==> src/rtl/tmx_pkg.sv <==
package tmx_pkg;

    localparam int NIB_W  = 4;
    localparam int MODE_N = 4;

    typedef enum logic [1:0] {
        MODE_NORMAL  = 2'b00,
        MODE_INJECT  = 2'b01,
        MODE_OBS_ACC = 2'b10,
        MODE_OBS_PC  = 2'b11
    } tmode_e;

    typedef enum logic {
        FS_IDLE    = 1'b0,
        FS_WAIT_LO = 1'b1
    } fstate_e;

    // One AND term per pin combination, built from true and inverted pins.
    function automatic logic [MODE_N-1:0] pins_to_onehot(input logic [1:0] pins);
        logic [1:0] inv;
        logic [MODE_N-1:0] res;
        inv    = ~pins;
        res[0] = inv[1]  & inv[0];
        res[1] = inv[1]  & pins[0];
        res[2] = pins[1] & inv[0];
        res[3] = pins[1] & pins[0];
        return res;
    endfunction

endpackage

==> src/rtl/tmx_mode_sync.sv <==
module tmx_mode_sync
    import tmx_pkg::*;
#(
    parameter int STAGES = 2
) (
    input  logic              clk,
    input  logic              rst,
    input  logic [1:0]        pins,
    input  logic              load_en,
    output logic [MODE_N-1:0] mode_oh
);

    logic [1:0] chain [STAGES];

    always_ff @(posedge clk) begin
        if (rst) begin
            for (int i = 0; i < STAGES; i++) chain[i] <= '0;
        end else begin
            chain[0] <= pins;
            for (int i = 1; i < STAGES; i++) chain[i] <= chain[i-1];
        end
    end

    // Mode register is loaded only at a fetch boundary.
    always_ff @(posedge clk) begin
        if (rst)          mode_oh <= MODE_N'(1) << int'(MODE_NORMAL);
        else if (load_en) mode_oh <= pins_to_onehot(chain[STAGES-1]);
    end

    p_mode_onehot_r1: assert property (@(posedge clk) disable iff (rst)
        $onehot(mode_oh));

endmodule

==> src/rtl/tmx_fetch_splice.sv <==
module tmx_fetch_splice
    import tmx_pkg::*;
#(
    parameter int NW = NIB_W
) (
    input  logic            clk,
    input  logic            rst,
    input  logic            inject,
    input  logic            fetch_req,
    input  logic [NW-1:0]   in_nib,
    input  logic [2*NW-1:0] rom_byte,
    output logic            fetch_ack,
    output logic [2*NW-1:0] fetch_byte,
    output logic            idle
);

    localparam int BW = 2 * NW;

    fstate_e       state_q;
    logic [NW-1:0] hi_q;
    logic          ack_q;
    logic [BW-1:0] byte_q;

    always_ff @(posedge clk) begin
        if (rst) begin
            state_q <= FS_IDLE;
            hi_q    <= '0;
            ack_q   <= 1'b0;
            byte_q  <= '0;
        end else begin
            ack_q <= 1'b0;
            case (state_q)
                FS_IDLE: begin
                    if (fetch_req) begin
                        if (inject) begin
                            hi_q    <= in_nib;
                            state_q <= FS_WAIT_LO;
                        end else begin
                            byte_q <= rom_byte;
                            ack_q  <= 1'b1;
                        end
                    end
                end
                FS_WAIT_LO: begin
                    byte_q  <= {hi_q, in_nib};
                    ack_q   <= 1'b1;
                    state_q <= FS_IDLE;
                end
                default: state_q <= FS_IDLE;
            endcase
        end
    end

    assign fetch_ack  = ack_q;
    assign fetch_byte = byte_q;
    assign idle       = (state_q == FS_IDLE);

    p_lo_ack_r4: assert property (@(posedge clk) disable iff (rst)
        (state_q == FS_WAIT_LO) |=> fetch_ack);

    p_hi_nib_r4: assert property (@(posedge clk) disable iff (rst)
        (state_q == FS_WAIT_LO) |=> (fetch_byte[BW-1:NW] == $past(in_nib, 2)));

    p_rom_ack_r3: assert property (@(posedge clk) disable iff (rst)
        (state_q == FS_IDLE && fetch_req && !inject)
            |=> (fetch_ack && fetch_byte == $past(rom_byte)));

endmodule

==> src/rtl/tmx_port_observe.sv <==
module tmx_port_observe
    import tmx_pkg::*;
#(
    parameter int NW    = NIB_W,
    parameter int PC_W  = 12,
    parameter int SEL_W = 2
) (
    input  logic [MODE_N-1:0] mode_oh,
    input  logic [NW-1:0]     acc_tap,
    input  logic [PC_W-1:0]   pc_tap,
    input  logic [SEL_W-1:0]  pc_sel,
    input  logic [NW-1:0]     port_data,
    input  logic [NW-1:0]     port_dir,
    output logic [NW-1:0]     out_port,
    output logic [NW-1:0]     out_en
);

    localparam int PC_NIBS = PC_W / NW;

    logic [NW-1:0] pc_slice [PC_NIBS];
    logic [NW-1:0] pc_pick;
    logic [NW-1:0] source;

    for (genvar g = 0; g < PC_NIBS; g++) begin : g_pc_slice
        assign pc_slice[g] = pc_tap[g*NW +: NW];
    end

    always_comb begin
        pc_pick = '0;
        for (int i = 0; i < PC_NIBS; i++) begin
            if (pc_sel == SEL_W'(i)) pc_pick = pc_slice[i];
        end
    end

    always_comb begin
        if (mode_oh[int'(MODE_OBS_ACC)])     source = acc_tap;
        else if (mode_oh[int'(MODE_OBS_PC)]) source = pc_pick;
        else                                 source = port_data;
    end

    assign out_port = source & port_dir;
    assign out_en   = port_dir;

endmodule

==> src/rtl/tmode_inject_mux.sv <==
module tmode_inject_mux
    import tmx_pkg::*;
#(
    parameter  int PC_W        = 12,
    parameter  int SYNC_STAGES = 2,
    localparam int SEL_W       = $clog2(PC_W / NIB_W)
) (
    input  logic               clk,
    input  logic               rst,
    input  logic [1:0]         test_pins,
    input  logic [NIB_W-1:0]   in_nib,
    input  logic [2*NIB_W-1:0] rom_byte,
    input  logic               fetch_req,
    output logic               fetch_ack,
    output logic [2*NIB_W-1:0] fetch_byte,
    input  logic [NIB_W-1:0]   acc_tap,
    input  logic [PC_W-1:0]    pc_tap,
    input  logic [SEL_W-1:0]   pc_nib_sel,
    input  logic [NIB_W-1:0]   port_data,
    input  logic [NIB_W-1:0]   port_dir,
    output logic [NIB_W-1:0]   out_port,
    output logic [NIB_W-1:0]   out_en
);

    logic [MODE_N-1:0] mode_oh;
    logic              fetch_idle;

    tmx_mode_sync #(.STAGES(SYNC_STAGES)) u_sync (
        .clk     (clk),
        .rst     (rst),
        .pins    (test_pins),
        .load_en (fetch_idle),
        .mode_oh (mode_oh)
    );

    tmx_fetch_splice #(.NW(NIB_W)) u_fetch (
        .clk        (clk),
        .rst        (rst),
        .inject     (mode_oh[int'(MODE_INJECT)]),
        .fetch_req  (fetch_req),
        .in_nib     (in_nib),
        .rom_byte   (rom_byte),
        .fetch_ack  (fetch_ack),
        .fetch_byte (fetch_byte),
        .idle       (fetch_idle)
    );

    tmx_port_observe #(.NW(NIB_W), .PC_W(PC_W), .SEL_W(SEL_W)) u_obs (
        .mode_oh   (mode_oh),
        .acc_tap   (acc_tap),
        .pc_tap    (pc_tap),
        .pc_sel    (pc_nib_sel),
        .port_data (port_data),
        .port_dir  (port_dir),
        .out_port  (out_port),
        .out_en    (out_en)
    );

    p_freeze_r6: assert property (@(posedge clk) disable iff (rst)
        !fetch_idle |=> $stable(mode_oh));

    p_acc_obs_r8: assert property (@(posedge clk) disable iff (rst)
        mode_oh[int'(MODE_OBS_ACC)] |-> (out_port == (acc_tap & port_dir)));

    p_pc_obs_r9: assert property (@(posedge clk) disable iff (rst)
        (mode_oh[int'(MODE_OBS_PC)] && pc_nib_sel == '0)
            |-> (out_port == (pc_tap[NIB_W-1:0] & port_dir)));

    p_dir_mask_r10: assert property (@(posedge clk) disable iff (rst)
        (out_port & ~out_en) == '0);

endmodule

==> config.mk <==
export PLATFORM = sky130hd
export DESIGN_NAME = tmode_inject_mux
export DESIGN_NICKNAME = d
export VERILOG_FILES = /design/src/rtl/tmx_pkg.sv /design/src/rtl/tmx_mode_sync.sv /design/src/rtl/tmx_fetch_splice.sv /design/src/rtl/tmx_port_observe.sv /design/src/rtl/tmode_inject_mux.sv
export SDC_FILE = /design/constraint.sdc
export NUM_CORES = 1
export LEC_CHECK = 0
export ABC_AREA = 1
export ABC_CLOCK_PERIOD_IN_PS = 1400
export CELL_PAD_IN_SITES_DETAIL_PLACEMENT = 1
export CELL_PAD_IN_SITES_GLOBAL_PLACEMENT = 2
export CORE_MARGIN = 2
export CORE_UTILIZATION = 21
export CTS_BUF_LIST = sky130_fd_sc_hd__clkbuf_2
export DETAILED_ROUTE_END_ITERATION = 16
export PLACE_DENSITY_LB_ADDON = 0.1
export SETUP_SLACK_MARGIN = 0.5
export SLEW_MARGIN = 10
export SYNTH_ARGS = -nofsm -noshare
export SYNTH_HDL_FRONTEND = slang
export SYNTH_HIERARCHICAL = 1
export SYNTH_SLANG_ARGS = --single-unit
==> constraint.sdc <==
create_clock -name clk -period 1.4 [get_ports clk]
set_input_delay 0.28 -clock clk [delete_from_list [all_inputs] [get_ports clk]]
set_output_delay 0.28 -clock clk [all_outputs]
set_load 0.1 [all_outputs]
==> flow_summary.ini <==
[timing]
final-max-slew-violation-count = 0
timing.fmax_ghz = 0.631
skew_ns = 0.0137
slew_worst_pin_ns = 0.251
rsz0062_at_grt = true
finalSetupViolations = 4
timing.final.ws_setup_ns = -0.185
final.setup.tns_ns = -0.704
hold_ws_ns = 0.417
slew_headroom_pct = 83.1
hold_violations = 0
min_period_over_period_pct = 113
finalCriticalPeriod_ns = 1.58

[global_routing]
grt_start_max_net_pins = 13
globalRouteOverflowTotal = 0
globalRouteTotalUtil_pct = 12.9
antenna_found_initial = 0
grt_pass1_wl_um = 6750
first_global_vias = 1386

[die]
boundaryPins = 60
coreArea_um2 = 5920
std_cell_rows = 28
floorplan.die_area_um2 = 6790
die_h_um = 82.4
chipWidth_um = 82.4
start_util_pct = 21.8

[detailed_routing]
postRouteWirelength_um = 4320
route.vias.total = 1390
detailed_route_iter0_violations = 19
detail_route.drc_violations = 0
route.detailed.vias_per_inst = 4.10
remaining_antenna_violation_count_after_routing = 0
detailedRoute.firstPassIterationCount = 4
drt-wirelength-per-cell_um = 12.7

[layout]
layout.core_utilization_pct = 46.7
insertedDiodeCount = 0
design_area_um2 = 2770
design.final.nets = 308
layout.cells.non_filler = 339
drive_above_1_share_pct = 53.8
n_fill_cell = 673
syn_to_final_growth_pct = 114

[worst_setup_path]
timing.critical_path.fanout_max = 5
critical_register_to_register_path_endpoint = u_fetch/fetch_byte[4]$_SDFFE_PP0P_
crit-reg2reg-launch = u_fetch/state_q$_SDFF_PP0_
regToRegSetupSlack_ns = 0.35
worst_r2r_path_depth = 5
timing.setup.critical_path_class = reg -> out
worstPathArrival_ns = 1.30
critPathCaptureType = output port
timing.critical_path.required_ns = 1.12
crit_path_start_kind = flop

[clock_network]
worst_setup_hold_path_clk_slew_ns = 0.24
ctsHtreeMaxLevel = 1
cts_num_sinks = 21
buffer_levels_on_the_longest_clock_path = 2
cts_inserted_buffers = 3
clkLatencyLatePin_ns = 0.33
number_of_buffers_added_to_fix_hold_violations_after_cts = 0
root_buffer = sky130_fd_sc_hd__clkbuf_2
tritoncts = yes

[place]
half_perimeter_wire_length_after_placement_um = 2950
place.gp.congestion = 0.691
placed_cells_incl_taps = 328
post-place-ws_ns = -0.427
placed_cell_area_um2 = 2280
buffer_ports.inserted = 59

[flow_run]
cap_viol_max_count = 0

[power_and_ir_drop]
p_leak_nw = 1.24
total_power_mw = 1.75
power.internal_mw = 1.04
power.switching_fraction_pct = 40.3
power_density_nw_per_um2 = 631
vdd_ir_drop_max_mv = 0.308
clockPowerShare_pct = 15.6
switchingPower_mw = 0.703
fraction_of_power_consumed_by_combinational_cells_pct = 47.0
sequentialPowerShare_pct = 37.3

[yosys]
post_synthesis_area_per_instance_um2 = 6.66
syn-instance-count = 194
netlist_area_um2 = 1290
synth.net_count = 237
synth.yosys.warnings = 6

[min_path]
min_delay_worst_endpoint = u_sync/chain[0][1]$_SDFF_PP0_
hold_path.startpoint = test_pins[1]
worstHoldPathType = in -> reg
holdPathStages = 3

[run_status]
violated_checks = negative setup slack
status = complete, but fails checks
## cells in the final DEF (no fill, tap or decap), drive strengths merged
cell type / count
nand2: 64
inv: 35
buf: 33
clkdlybuf4s50: 32
nor2: 31
dfxtp: 21
nand3: 17
a21oi: 11
o21ai: 8
dlygate4sd2: 6
clkbuf: 3
clkinv: 3
## sequential cells by signal, indices dropped and copies added, names as in the netlist
signal / flops
u_fetch/hi_q: 4
u_fetch/fetch_byte: 8
u_fetch/state_q: 1
u_sync/chain: 4
u_sync/mode_oh: 3
u_fetch/fetch_ack: 1
## how the worst max path moves through the flow
stage               slack (ns)                      startpoint     endpoint  cells after the start
global route             -0.28  u_sync/mode_oh[3]$_SDFFE_PP0P_  out_port[1]                      4
floorplan                -0.09                   pc_nib_sel[1]  out_port[0]                      6
finish                   -0.18  u_sync/mode_oh[2]$_SDFFE_PP0P_  out_port[1]                      4
CTS                      -0.21  u_sync/mode_oh[3]$_SDFFE_PP0P_  out_port[1]                      4
global placement         -0.42                   pc_nib_sel[0]  out_port[1]                      8
detailed placement       -0.43                   pc_nib_sel[0]  out_port[1]                      8
## metal layers
layer | wire length, µm | track usage [%] | part of all wire (%)
met1 | 1920 | 17.8 | 44
met2 | 2040 | 21.1 | 47
met3 | 345 | 2.50 | 8.0
met4 | 14 | 2.00 | 0.32
met5 | 0 | 0 | 0
## what timing repair did
action                                  in CTS  in global routing
gates cloned                                 5                  1
gates resized for setup                     91                 47
pin swaps                                   23                 30
endpoints found under the setup margin      34                 33
buffers inserted                             1                  0
hold endpoints to repair                     0                  0
## area by class of cell
cell class                      count  area, µm²  area share, %
Clock buffer                        3       15.0          0.542
Clock inverter                      1       5.00          0.181
Inverter                           34        159           5.74
Multi-Input combinational cell    131       1070           38.6
Sequential cell                    21        467           16.9
Tap cell                           75       93.8           3.39
Timing Repair Buffer               71        916           33.1
Timing Repair inverter              3       45.0           1.63
## worst max-delay path, stage by stage (launching register included)
cell	delay [ns]
sky130_fd_sc_hd__dfxtp_2	0.38
sky130_fd_sc_hd__buf_4	0.16
sky130_fd_sc_hd__a21oi_2	0.17
sky130_fd_sc_hd__a21oi_4	0.09
sky130_fd_sc_hd__buf_12	0.17
## power groups by stage
stage	clock (mW)	combinational (mW)	sequential (mW)
after floorplan	0	0.286	0.800
after global placement	0	0.736	0.664
after detailed placement	0	0.737	0.666
after CTS	0.288	0.783	0.652
after global routing	0.306	0.867	0.657
final	0.273	0.821	0.652
(Power assumes the default switching activity.)
